--- src/rtl/qenc_pkg.sv ---
package qenc_pkg;
    typedef enum logic [1:0] {
        QM_CLOCK = 2'd0,
        QM_X2A   = 2'd1,
        QM_X2B   = 2'd2,
        QM_X4    = 2'd3
    } qmode_e;
endpackage

--- src/rtl/qenc_sync.sv ---
module qenc_sync #(
    parameter int N = 2
) (
    input  logic         clk,
    input  logic         rst_n,
    input  logic [N-1:0] raw,
    output logic [N-1:0] cur,
    output logic [N-1:0] prev
);
    logic [N-1:0] s1_q, s2_q, s3_q;
    logic [N-1:0] s1_d, s2_d, s3_d;

    always_comb begin
        s1_d = raw;
        s2_d = s1_q;
        s3_d = s2_q;
    end

    always_ff @(posedge clk or negedge rst_n) begin
        if (!rst_n) begin
            s1_q <= '0;
            s2_q <= '0;
            s3_q <= '0;
        end else begin
            s1_q <= s1_d;
            s2_q <= s2_d;
            s3_q <= s3_d;
        end
    end

    assign cur  = s2_q;
    assign prev = s3_q;
endmodule

--- src/rtl/qenc_decode.sv ---
module qenc_decode
    import qenc_pkg::*;
(
    input  qmode_e mode,
    input  logic   a_cur,
    input  logic   b_cur,
    input  logic   a_prev,
    input  logic   b_prev,
    output logic   step_up,
    output logic   step_dn
);
    logic a_only, b_only;

    always_comb begin
        a_only  = (a_cur ^ a_prev) & ~(b_cur ^ b_prev);
        b_only  = (b_cur ^ b_prev) & ~(a_cur ^ a_prev);
        step_up = 1'b0;
        step_dn = 1'b0;
        case (mode)
            QM_X2A: begin
                if (a_only) begin
                    step_up = (a_cur != b_cur);
                    step_dn = (a_cur == b_cur);
                end
            end
            QM_X2B: begin
                if (b_only) begin
                    step_up = (b_cur == a_cur);
                    step_dn = (b_cur != a_cur);
                end
            end
            QM_X4: begin
                if (a_only) begin
                    step_up = (a_cur != b_cur);
                    step_dn = (a_cur == b_cur);
                end else if (b_only) begin
                    step_up = (b_cur == a_cur);
                    step_dn = (b_cur != a_cur);
                end
            end
            default: begin
                step_up = 1'b0;
                step_dn = 1'b0;
            end
        endcase
    end
endmodule

--- src/rtl/qenc_prescale.sv ---
module qenc_prescale #(
    parameter int PSC_W = 16
) (
    input  logic             clk,
    input  logic             rst_n,
    input  logic             run,
    input  logic             restart,
    input  logic [PSC_W-1:0] limit,
    output logic             tick
);
    logic [PSC_W-1:0] cnt_q, cnt_d;

    always_comb begin
        tick  = run && (cnt_q >= limit);
        cnt_d = cnt_q;
        if (restart)
            cnt_d = '0;
        else if (run)
            cnt_d = tick ? '0 : cnt_q + 1'b1;
    end

    always_ff @(posedge clk or negedge rst_n) begin
        if (!rst_n) cnt_q <= '0;
        else        cnt_q <= cnt_d;
    end
endmodule

--- src/rtl/qenc_counter.sv ---
module qenc_counter
    import qenc_pkg::*;
#(
    parameter int              CNT_W    = 16,
    parameter int              PSC_W    = 16,
    parameter logic [CNT_W-1:0] CEIL_RST = '1
) (
    input  logic             clk,
    input  logic             rst_n,
    input  logic             cnt_en,
    input  logic [1:0]       cnt_mode,
    input  logic [CNT_W-1:0] ceil_din,
    input  logic             ceil_wr,
    input  logic             ceil_buffered,
    input  logic [PSC_W-1:0] div_din,
    input  logic             div_wr,
    input  logic             force_upd,
    input  logic             quad_a,
    input  logic             quad_b,
    output logic [CNT_W-1:0] count,
    output logic             dir_down,
    output logic             upd_pulse
);
    localparam logic [CNT_W-1:0] ONE = CNT_W'(1);

    typedef struct packed {
        logic [CNT_W-1:0] cnt;
        logic [CNT_W-1:0] ceil;
        logic [CNT_W-1:0] ceil_sh;
        logic [PSC_W-1:0] psc;
        logic [PSC_W-1:0] psc_sh;
        logic             down;
        logic             upd;
    } state_t;

    state_t q, d;
    qmode_e mode;
    logic [1:0] pins_cur, pins_prev;
    logic q_up, q_dn, tick, up_req, dn_req, wrap, upd_now;

    assign mode = qmode_e'(cnt_mode);

    qenc_sync #(.N(2)) u_sync (
        .clk  (clk),
        .rst_n(rst_n),
        .raw  ({quad_a, quad_b}),
        .cur  (pins_cur),
        .prev (pins_prev)
    );

    qenc_decode u_dec (
        .mode   (mode),
        .a_cur  (pins_cur[1]),
        .b_cur  (pins_cur[0]),
        .a_prev (pins_prev[1]),
        .b_prev (pins_prev[0]),
        .step_up(q_up),
        .step_dn(q_dn)
    );

    qenc_prescale #(.PSC_W(PSC_W)) u_psc (
        .clk    (clk),
        .rst_n  (rst_n),
        .run    (cnt_en && (mode == QM_CLOCK)),
        .restart(force_upd),
        .limit  (q.psc),
        .tick   (tick)
    );

    always_comb begin
        d      = q;
        wrap   = 1'b0;
        up_req = (mode == QM_CLOCK) ? tick : (cnt_en && q_up);
        dn_req = (mode != QM_CLOCK) && cnt_en && q_dn;

        if (up_req) begin
            d.down = 1'b0;
            if (q.cnt >= q.ceil) begin
                d.cnt = '0;
                wrap  = 1'b1;
            end else begin
                d.cnt = q.cnt + ONE;
            end
        end else if (dn_req) begin
            d.down = 1'b1;
            if (q.cnt == '0) begin
                d.cnt = q.ceil;
                wrap  = 1'b1;
            end else begin
                d.cnt = q.cnt - ONE;
            end
        end
        if (mode == QM_CLOCK) d.down = 1'b0;

        if (ceil_wr) begin
            d.ceil_sh = ceil_din;
            if (!ceil_buffered) d.ceil = ceil_din;
        end
        if (div_wr) d.psc_sh = div_din;

        upd_now = wrap || force_upd;
        if (upd_now) begin
            d.psc = d.psc_sh;
            if (ceil_buffered) d.ceil = d.ceil_sh;
        end
        d.upd = upd_now;
    end

    always_ff @(posedge clk or negedge rst_n) begin
        if (!rst_n) begin
            q.cnt     <= '0;
            q.ceil    <= CEIL_RST;
            q.ceil_sh <= CEIL_RST;
            q.psc     <= '0;
            q.psc_sh  <= '0;
            q.down    <= 1'b0;
            q.upd     <= 1'b0;
        end else begin
            q <= d;
        end
    end

    assign count     = q.cnt;
    assign dir_down  = q.down;
    assign upd_pulse = q.upd;

    assert_hold_when_off_R1: assert property (@(posedge clk) disable iff (!rst_n)
        !cnt_en |=> count == $past(count));

    assert_step_size_R3: assert property (@(posedge clk) disable iff (!rst_n)
        !upd_pulse |-> (count == $past(count)) || (count == $past(count) + ONE)
                       || (count == $past(count) - ONE));

    assert_single_step_R6: assert property (@(posedge clk) disable iff (!rst_n)
        $onehot0({q_up, q_dn}));

    assert_wrap_up_R7: assert property (@(posedge clk) disable iff (!rst_n)
        (upd_pulse && !$past(force_upd) && !dir_down) |-> count == '0);

    assert_wrap_down_R8: assert property (@(posedge clk) disable iff (!rst_n)
        (upd_pulse && !$past(force_upd) && dir_down) |-> count == $past(q.ceil));

    assert_clock_dir_R9: assert property (@(posedge clk) disable iff (!rst_n)
        (cnt_mode == 2'd0) |=> !dir_down);

    assert_force_pulse_R12: assert property (@(posedge clk) disable iff (!rst_n)
        force_upd |=> upd_pulse);
endmodule

--- config.mk ---
export PLATFORM = sky130hd
export DESIGN_NAME = qenc_counter
export DESIGN_NICKNAME = d
export VERILOG_FILES = /design/src/rtl/qenc_pkg.sv /design/src/rtl/qenc_sync.sv /design/src/rtl/qenc_decode.sv /design/src/rtl/qenc_prescale.sv /design/src/rtl/qenc_counter.sv
export SDC_FILE = /design/constraint.sdc
export NUM_CORES = 1
export LEC_CHECK = 0
export ABC_AREA = 1
export CORE_MARGIN = 5
export CORE_UTILIZATION = 40
export DETAILED_ROUTE_END_ITERATION = 10
export GPL_TIMING_DRIVEN = 1
export HOLD_SLACK_MARGIN = 0.02
export PLACE_DENSITY = 0.69
export SKIP_CTS_REPAIR_TIMING = 1
export SYNTH_ARGS = -nofsm -noshare
export SYNTH_HDL_FRONTEND = slang
export SYNTH_SLANG_ARGS = --single-unit
--- constraint.sdc ---
create_clock -name clk -period 4.3 [get_ports clk]
set_input_delay 1.29 -clock clk [delete_from_list [all_inputs] [get_ports clk]]
set_output_delay 1.29 -clock clk [all_outputs]
set_load 0.01 [all_outputs]
* Word-level counts from Yosys, hierarchy flattened
Index checks and enable logic that the tools add are counted. Widths: inputs -> output; s select.
Cells by class: order comparisons 2, bitwise operators 6, equal/unequal tests 7, add/subtract/negate cells 3, mux-type cells 28, reduce and logical (&&, ||, !) cells 12
Operators with widths (number):
- $mux 16 | 11
- $add 16x1->16 const B | 2
- $ge 16x16->1 | 2
- $mux 32 | 1
- $logic_not 16->1 | 1
- $sub 16x1->16 const B | 1
- $mux 1 | 14
- $pmux 1 s3 | 2
- $reduce_bool 2->1 | 3
- $logic_and 1x1->1 | 5
- $eq 2x2->1 const B | 2
- $reduce_bool 3->1 | 1
- $and 1x1->1 | 2
- $eq 1x1->1 | 2
- $eq 2x1->1 const B | 1
- $logic_not 2->1 | 1
- $ne 1x1->1 | 2
- $not 1->1 | 2
- $xor 1x1->1 | 2
- $logic_or 1x1->1 | 1
Word-level totals: logic and storage cells 69, input port bits 43, bits in registers 104

* Depth between registers and ports, before layout
Gate-level depths: netlist of the first run.
word-level depth 11, mapped depth 18

* Hierarchy
Synthesis of the first run repeated with hierarchy kept, for this count alone.
Second synthesis, totals: cells, all modules 1012, area total of the unflattened synthesis 7173.1 um^2
By module, submodules not included:
- qenc_counter | sequential area each 2092.0 um^2, area each 5445.2 um^2, cells each 761, instances 1
- qenc_prescale | sequential area each 400.4 um^2, area each 1466.4 um^2, cells each 220, instances 1
- qenc_sync | sequential area each 150.1 um^2, area each 150.1 um^2, cells each 6, instances 1
- qenc_decode | sequential area each 0.0 um^2, area each 111.4 um^2, cells each 25, instances 1

* Least setup slack after synthesis of the first run
Ideal clock, no wire load.
path kind input-to-reg, start point input port cnt_mode[1], end point register u_psc.cnt_q[0], setup time 0.083 ns, stages on the path 6, required time 4.217 ns, buffers on the path 1, data arrival time 2.287 ns, setup slack 1.930 ns, cell sequence nor2_1 -> inv_1 -> nor3_1 -> nand2_1 -> clkbuf_1 -> o21ai_0
On the way: longest elaborated chain between the ends 6, elaborated cells between the ends (all ways) 7, those cells by class 3 x mux; 4 x reduce/logical
RTL lines:
- start, declared | line qenc_counter.sv:11 | input logic [1:0] cnt_mode,
- $logic_not 2->1 (*) | line qenc_counter.sv:64 | .run (cnt_en && (mode == QM_CLOCK)),
- $logic_and 1x1->1 (*) | line qenc_counter.sv:64
- $logic_and 1x1->1 | line qenc_prescale.sv:14 | tick = run && (cnt_q >= limit);
- $mux 16 | line qenc_prescale.sv:19 | cnt_d = tick ? '0 : cnt_q + 1'b1;
- $mux 16 | line qenc_prescale.sv:18 | else if (run)
- $mux 16 | line qenc_prescale.sv:16 | if (restart)
- end signal, assigned | line qenc_prescale.sv:24 | else cnt_q <= cnt_d;
- end, declared | line qenc_prescale.sv:11 | logic [PSC_W-1:0] cnt_q, cnt_d;
Mark *: on every way between the ends. The rest lies on a longest branch, timed or not. The select of a mux whose other input is x is not followed. A chain may end at the register's enable or synchronous reset.

* Worst setup path in the final report of the first run
start point input port cnt_mode[1], end point register q[18] (netlist name)
On the way: longest elaborated chain between the ends 6, elaborated cells between the ends (all ways) 16, those cells by class 3 x eq/ne; 5 x mux; 8 x reduce/logical
RTL lines:
- $eq 2x2->1, or another cell as far along | line qenc_decode.sv:19 | case (mode)
- $pmux 1 s3, or another cell as far along | line qenc_decode.sv:19
- $logic_and 1x1->1 (on tied branches) | line qenc_counter.sv:74, qenc_prescale.sv:14, qenc_counter.sv:73
- $mux 1 (on tied branches) | line qenc_counter.sv:84, qenc_counter.sv:73
- $mux 1 (*) | line qenc_counter.sv:76 | if (up_req) begin
- $logic_or 1x1->1 (*) | line qenc_counter.sv:101 | upd_now = wrap || force_upd;
- end, declared | line qenc_counter.sv:36 | state_t q, d;
Mark *: on every way between the ends. The rest lies on a longest branch, timed or not.

==> results of run 1 <==
registers in the layout, indices dropped and copies added (netlist names):
register	flops
dir_down	1
count	16
upd_pulse	1
u_sync.s1_q	2
q	64
u_psc.cnt_q	16
u_sync.prev	2
u_sync.cur	2
cell families (layout without fill, tap and decap cells):
logic type | count (synthesis) | in the layout | share of synthesized area (%)
fa+ha+maj | 36 | 36 | 6.32
flops | 104 | 104 | 37.1
simple gates | 541 | 541 | 32.8
compound gates | 83 | 83 | 6.07
mux | 16 | 16 | 2.53
xor+xnor | 30 | 30 | 3.69
buf+inv | 175 | 204 | 11.5
metal layers:
metal / part of all wire (%) / wire (um)
met2: 45 / 8070
met5: 0 / 0
met3: 4.7 / 837
met1: 48 / 8510
met4: 1.8 / 321
through the flow:
stage | hold slack (ns) | utilization (%) | power, uW
floorplan | 0.331 | - | 2380
global placement | 0.333 | 44.3 | 2730
detailed placement | 0.336 | 44.3 | 2750
CTS | 0.352 | 46.0 | 3600
global route | 0.356 | 46.0 | 3860
finish | 0.350 | 46.0 | 3570
power breakdown:
part | switching, uW | leakage (uW) | internal (uW)
Sequential | 253 | 0.00124 | 1130
Clock | 381 | 0.000147 | 455
Combinational | 788 | 0.00265 | 561
final cells by class:
cell class                      instances  area (um^2)  share of cell area, %
Clock inverter                          6         66.3                  0.828
Timing Repair Buffer                   70          673                   8.41
Multi-Input combinational cell        706         3670                   45.8
Sequential cell                       104         2640                   33.0
Inverter                              118          445                   5.56
Clock buffer                           10          229                   2.86
Tap cell                              225          282                   3.52
worst reg2reg max path: stages (launching register included):
cell and delay (ns):
dfrtp_1 0.65, ha_1 0.35, a21oi_1 0.15, o21ai_0 0.13, a21oi_1 0.22, nand3_2 0.38
nand2_4 0.50, nand2_8 0.25, nand2_1 0.17, nand2_1 0.06
path summary, 6_finish.rpt:
check,depth (start not counted),end,slack (ns)
max in group asynchronous,2,q[63]$_DFF_PN1_,2.44
min reg2reg,0,u_sync.cur[1]$_DFF_PN0_,0.35
min,0,u_sync.cur[1]$_DFF_PN0_,0.35
max reg2reg,9,q[18]$_DFFE_PN0P_,1.34
max,10,q[18]$_DFFE_PN0P_,1.22
min in group asynchronous,1,u_sync.prev[0]$_DFF_PN0_,1.00
cell usage in the layout (no fill, tap or decap), types with 9 or more instances in the layout:
| master | instances |
|---|---|
| o21ai_0 | 34 |
| clkbuf_16 | 9 |
| xor2_1 | 28 |
| nand2_1 | 309 |
| ha_1 | 36 |
| clkdlybuf4s50_1 | 59 |
| nor3_1 | 11 |
| mux2_2 | 16 |
| nand2_2 | 25 |
| dfstp_2 | 32 |
| dfrtp_1 | 72 |
| nor2_1 | 74 |
| nand3_1 | 102 |
| inv_1 | 110 |
| a21oi_1 | 34 |
| buf_4 | 11 |
==> impl_metrics.tcl, run 1 <==
set metrics [dict create \
    outcome "finished, final reports clean" \
    finalInstanceArea_mm2 0.00801 \
    path_cells "clkdlybuf4s50_1 > nor2_1 > inv_1 > nor2_1 > nand2_2 > nand2_8 > nand2_4 > nand2_8 > nand2_1 > nand2_1" \
    ys_seq_area_share_pct 37.1 \
    antenna_found_initial 0 \
    ir_drop_mv 0.215 \
    critical_path.top_delay_family "simple AND/OR/NAND/NOR gates" \
    netlist.top_cell.by_area "dfrtp_1" \
    clock-sinks 104 \
    p_leak_uw 0.00404 \
    async_flop_share_pct 100 \
    initial_core_util_pct 40.9 \
    placedCellCount 1223 \
    worst-setup-path-type "primary input to flip-flop" \
    drt_wl_total_mm 17.7 \
    yosysWarnings 0 \
    rows 48 \
    die_area_mm2 0.0206 \
    grt_max_degree 59 \
    endpoint_kind "flip-flop" \
    drt_pass1_iterations 5 \
    cts_max_level 3 \
    post_dp_cell_area_mm2 0.00771 \
    hold_class "flip-flop to flip-flop" \
    fin_crit_sh_pct 71.5 \
    synth_edf_count 0 \
    routed_via_density 4.99 \
    die_h_um 143 \
    ys_types 35 \
    cts_tree "done" \
    setup_violations 0 \
    p_per_area_mw_per_mm2 446 \
    instances_no_fill 1239 \
    synth_area_leaders "dfrtp_1 25%, nand2_1 16%, dfstp_2 12%" \
    slowest_delay_ns 0.44 \
    post-synth-top-count-cell "nand2_1" \
    synth_ff_type "dfrtp_1" \
    rsz0062_at_grt "no" \
    nets 1088 \
    dp_slack_ns 0.912 \
    grt_overflow_total 0 \
    die_x_um 143 \
    min_period_ns 3.08 \
    worst_ep_arrival_time_ns 3.36 \
    clk_pin_slew_ns 0.07 \
    core-area_mm2 0.0174 \
    n_antenna_cell 0 \
    syn_area_mm2 0.00713 \
    netlist_instances 985 \
    finalHoldViolations 0 \
    top_usage_layer "met2" \
    synth_top_area_share_pct 25.3 \
    grt_pass1_vias 6007 \
    max_slew_margin_pct 48.6 \
    worstSkewPairLatency_ns 0.35 \
    area_growth_pct 12.3 \
    fin_tns_setup_ns 0 \
    numCtsBuffers 9 \
    critical_path_buf_inv_count 2 \
    postRouteAntennaNets 0 \
    critPathLaunch "cnt_mode[1]" \
    skew_ns 0.00631 \
    synth_fp_nets 1064 \
    r2r_start "count[11]$_DFFE_PN0P_" \
    cp.required_ns 4.59 \
    grt_util_met1_pct 25.1 \
    layout-drive-gt1-share_pct 11.6 \
    path_max_fanout 33 \
    io_pins 61 \
    maxCapViolations 0 \
    drt-initial-drc-count 420 \
    setup_ws_ns 1.22 \
    vias 6185 \
    cp_slowest_cell "clkdlybuf4s50_1" \
    worst_pin_slew_ns 0.769 \
    wl_per_cell_um 14.3 \
    port_buffers 60 \
    hpwl_mm 13.0 \
    cts_root_buf "clkbuf_16" \
    grt_pass1_wl_mm 30.0 \
    worstSetupStartpointType "primary input" \
    yosys-top-cells-count "309 x nand2_1, 110 x inv_1, 102 x nand3_1, 74 x nor2_1, 72 x dfrtp_1" \
    grt_use_met2_pct 29.4 \
    n_fill_cell 1752 \
    synth.avg_cell_area_um2 7.24 \
    hold_start "u_sync.s1_q[1]$_DFF_PN0_" \
    maxSlewViolCount 0 \
    fmax_mhz 325 \
    clockBufferDepth 2 \
    drc 0 \
    grt_util_all_layers_pct 18.0 \
    ys_ff_latch 104 \
    met3_usage_pct 2.50 \
    gp_congestion 0.903 \
]
Power figures use the tool's default switching activity.
==> inputs of run 2 (changes only) <==
- clock period: 4.3 -> 2.9 ns (I/O delays scaled with it)
==> impl_metrics.tcl, run 2 (synthesized netlist as in run 1, its figures left out) <==
set metrics [dict create \
    maxCapViolations 0 \
    drc 0 \
    fin_tns_setup_ns 0 \
    antenna_found_initial 0 \
    layout_commonest_cell "nand2_1" \
    path_cells "clkdlybuf4s50_1" \
    grt_max_degree 37 \
    power.total_uw 5290 \
    core-area_mm2 0.0174 \
    routed_via_density 4.95 \
    maxSlewViolCount 0 \
    grt_pass1_vias 5819 \
    io_pins 61 \
    grt_pass1_wl_mm 29.1 \
    cp_slowest_cell "dfrtp_1" \
    worstSkewPairLatency_ns 0.36 \
    layout-drive-gt1-share_pct 12.8 \
    max_slew_margin_pct 67.0 \
    post_dp_cell_area_mm2 0.00781 \
    regMostFlops "q" \
    cts_root_buf "clkbuf_16" \
    power.switching_uw 2140 \
    largest_reg_flops 64 \
    clk_pin_slew_ns 0.07 \
    outcome "finished, final reports clean" \
    rsz0062_at_grt "no" \
    wl_per_cell_um 13.6 \
    finalHoldViolations 0 \
    port_buffers 60 \
    grt_util_all_layers_pct 17.4 \
    area_growth_pct 13.8 \
    p_clk_share_pct 22.9 \
    initial_core_util_pct 40.9 \
    n_fill_cell 1743 \
    endpoint_kind "primary output" \
    die_area_mm2 0.0206 \
    pwr-share-seq_pct 38.4 \
    worstSetupStartpointType "flip-flop" \
    numCtsBuffers 9 \
    dp_slack_ns 0.0472 \
    switching_share_pct 40.5 \
    drt_wl_total_mm 17.0 \
    setup_violations 0 \
    hold_class "flip-flop to flip-flop" \
    n_antenna_cell 0 \
    worst-setup-path-type "flip-flop to primary output" \
    rows 48 \
    multi_input_area_mm2 0.00367 \
    cp.required_ns 2.03 \
    p_leak_uw 0.00410 \
    critical_path.top_delay_family "flip-flops" \
    fmax_mhz 395 \
    mostFrequentLayoutCells "309 x nand2_1, 110 x inv_1, 102 x nand3_1" \
    clockBufferDepth 2 \
    min_period_ns 2.53 \
    die_h_um 143 \
    drt_pass1_iterations 6 \
    p_per_area_mw_per_mm2 653 \
    postRouteAntennaNets 0 \
    path_max_fanout 9 \
    grt_overflow_total 0 \
    final_core_util_pct 46.6 \
    die_x_um 143 \
    ir_drop_mv 0.347 \
    setup_ws_ns 0.371 \
    finalInstanceArea_mm2 0.00811 \
    fin_crit_sh_pct 87.2 \
    cts_tree "done" \
    intPower_uw 3150 \
    worst_ep_arrival_time_ns 1.66 \
    nets 1100 \
    skew_ns 0.0115 \
    drt-initial-drc-count 450 \
    cts_max_level 3 \
    combPwrFrac_pct 38.7 \
    slowest_delay_ns 0.65 \
    gp_congestion 0.964 \
    clock-sinks 104 \
    vias 6188 \
    register_area_mm2 0.00264 \
    critical_path_buf_inv_count 1 \
    worst_pin_slew_ns 0.496 \
    hpwl_mm 12.6 \
]
==> run 2: power by group through the flow <==
stage / registers, uW / clock network (uW) / logic [uW]
floorplan: 1830 / 0 / 1690
global placement: 2050 / 0 / 2010
detailed placement: 2050 / 0 / 2040
CTS: 2020 / 1250 / 2050
global route: 2060 / 1310 / 2330
finish: 2030 / 1210 / 2050
==> run 2: metrics by stage <==
stage                     hold WS, ns  cells
final                           0.350   1251
after global routing            0.363   1251
after CTS                       0.352   1251
after detailed placement        0.337   1235
after global placement          0.335   1235
after floorplan                 0.331    985
==> run 2: metal layers <==
| layer | vias to the layer above | GRT usage [%] | part of all wire [%] |
|---|---|---|---|
| met5 | - | 0 | 0 |
| met4 | 0 | 4.56 | 1.5 |
| met3 | 19 | 3.33 | 6.4 |
| met2 | 169 | 26.5 | 44 |
| met1 | 2843 | 25.5 | 48 |
| li1 | 3157 | - | - |
==> run 2: worst paths after layout <==
kind	start	to	cells after the start	slack, ns
max	count[7]$_DFFE_PN0P_	count[7]	1	0.37
min	u_sync.s1_q[1]$_DFF_PN0_	u_sync.cur[1]$_DFF_PN0_	0	0.35
max reg2reg	q[61]$_DFF_PN1_	q[28]$_DFFE_PN0P_	10	0.58
min reg2reg	u_sync.s1_q[1]$_DFF_PN0_	u_sync.cur[1]$_DFF_PN0_	0	0.35
max in group asynchronous	rst_n	u_psc.cnt_q[9]$_DFFE_PN0P_	2	1.78
min in group asynchronous	rst_n	u_sync.cur[1]$_DFF_PN0_	1	0.45
==> run 2: cell type report <==
class	count	share of cell area, %
well taps	225	3.47
clock inverters	7	0.879
multi-input cells	706	45.2
repair buffers	82	9.57
flip-flops and latches	104	32.6
inverters	118	5.49
clock buffers	9	2.78
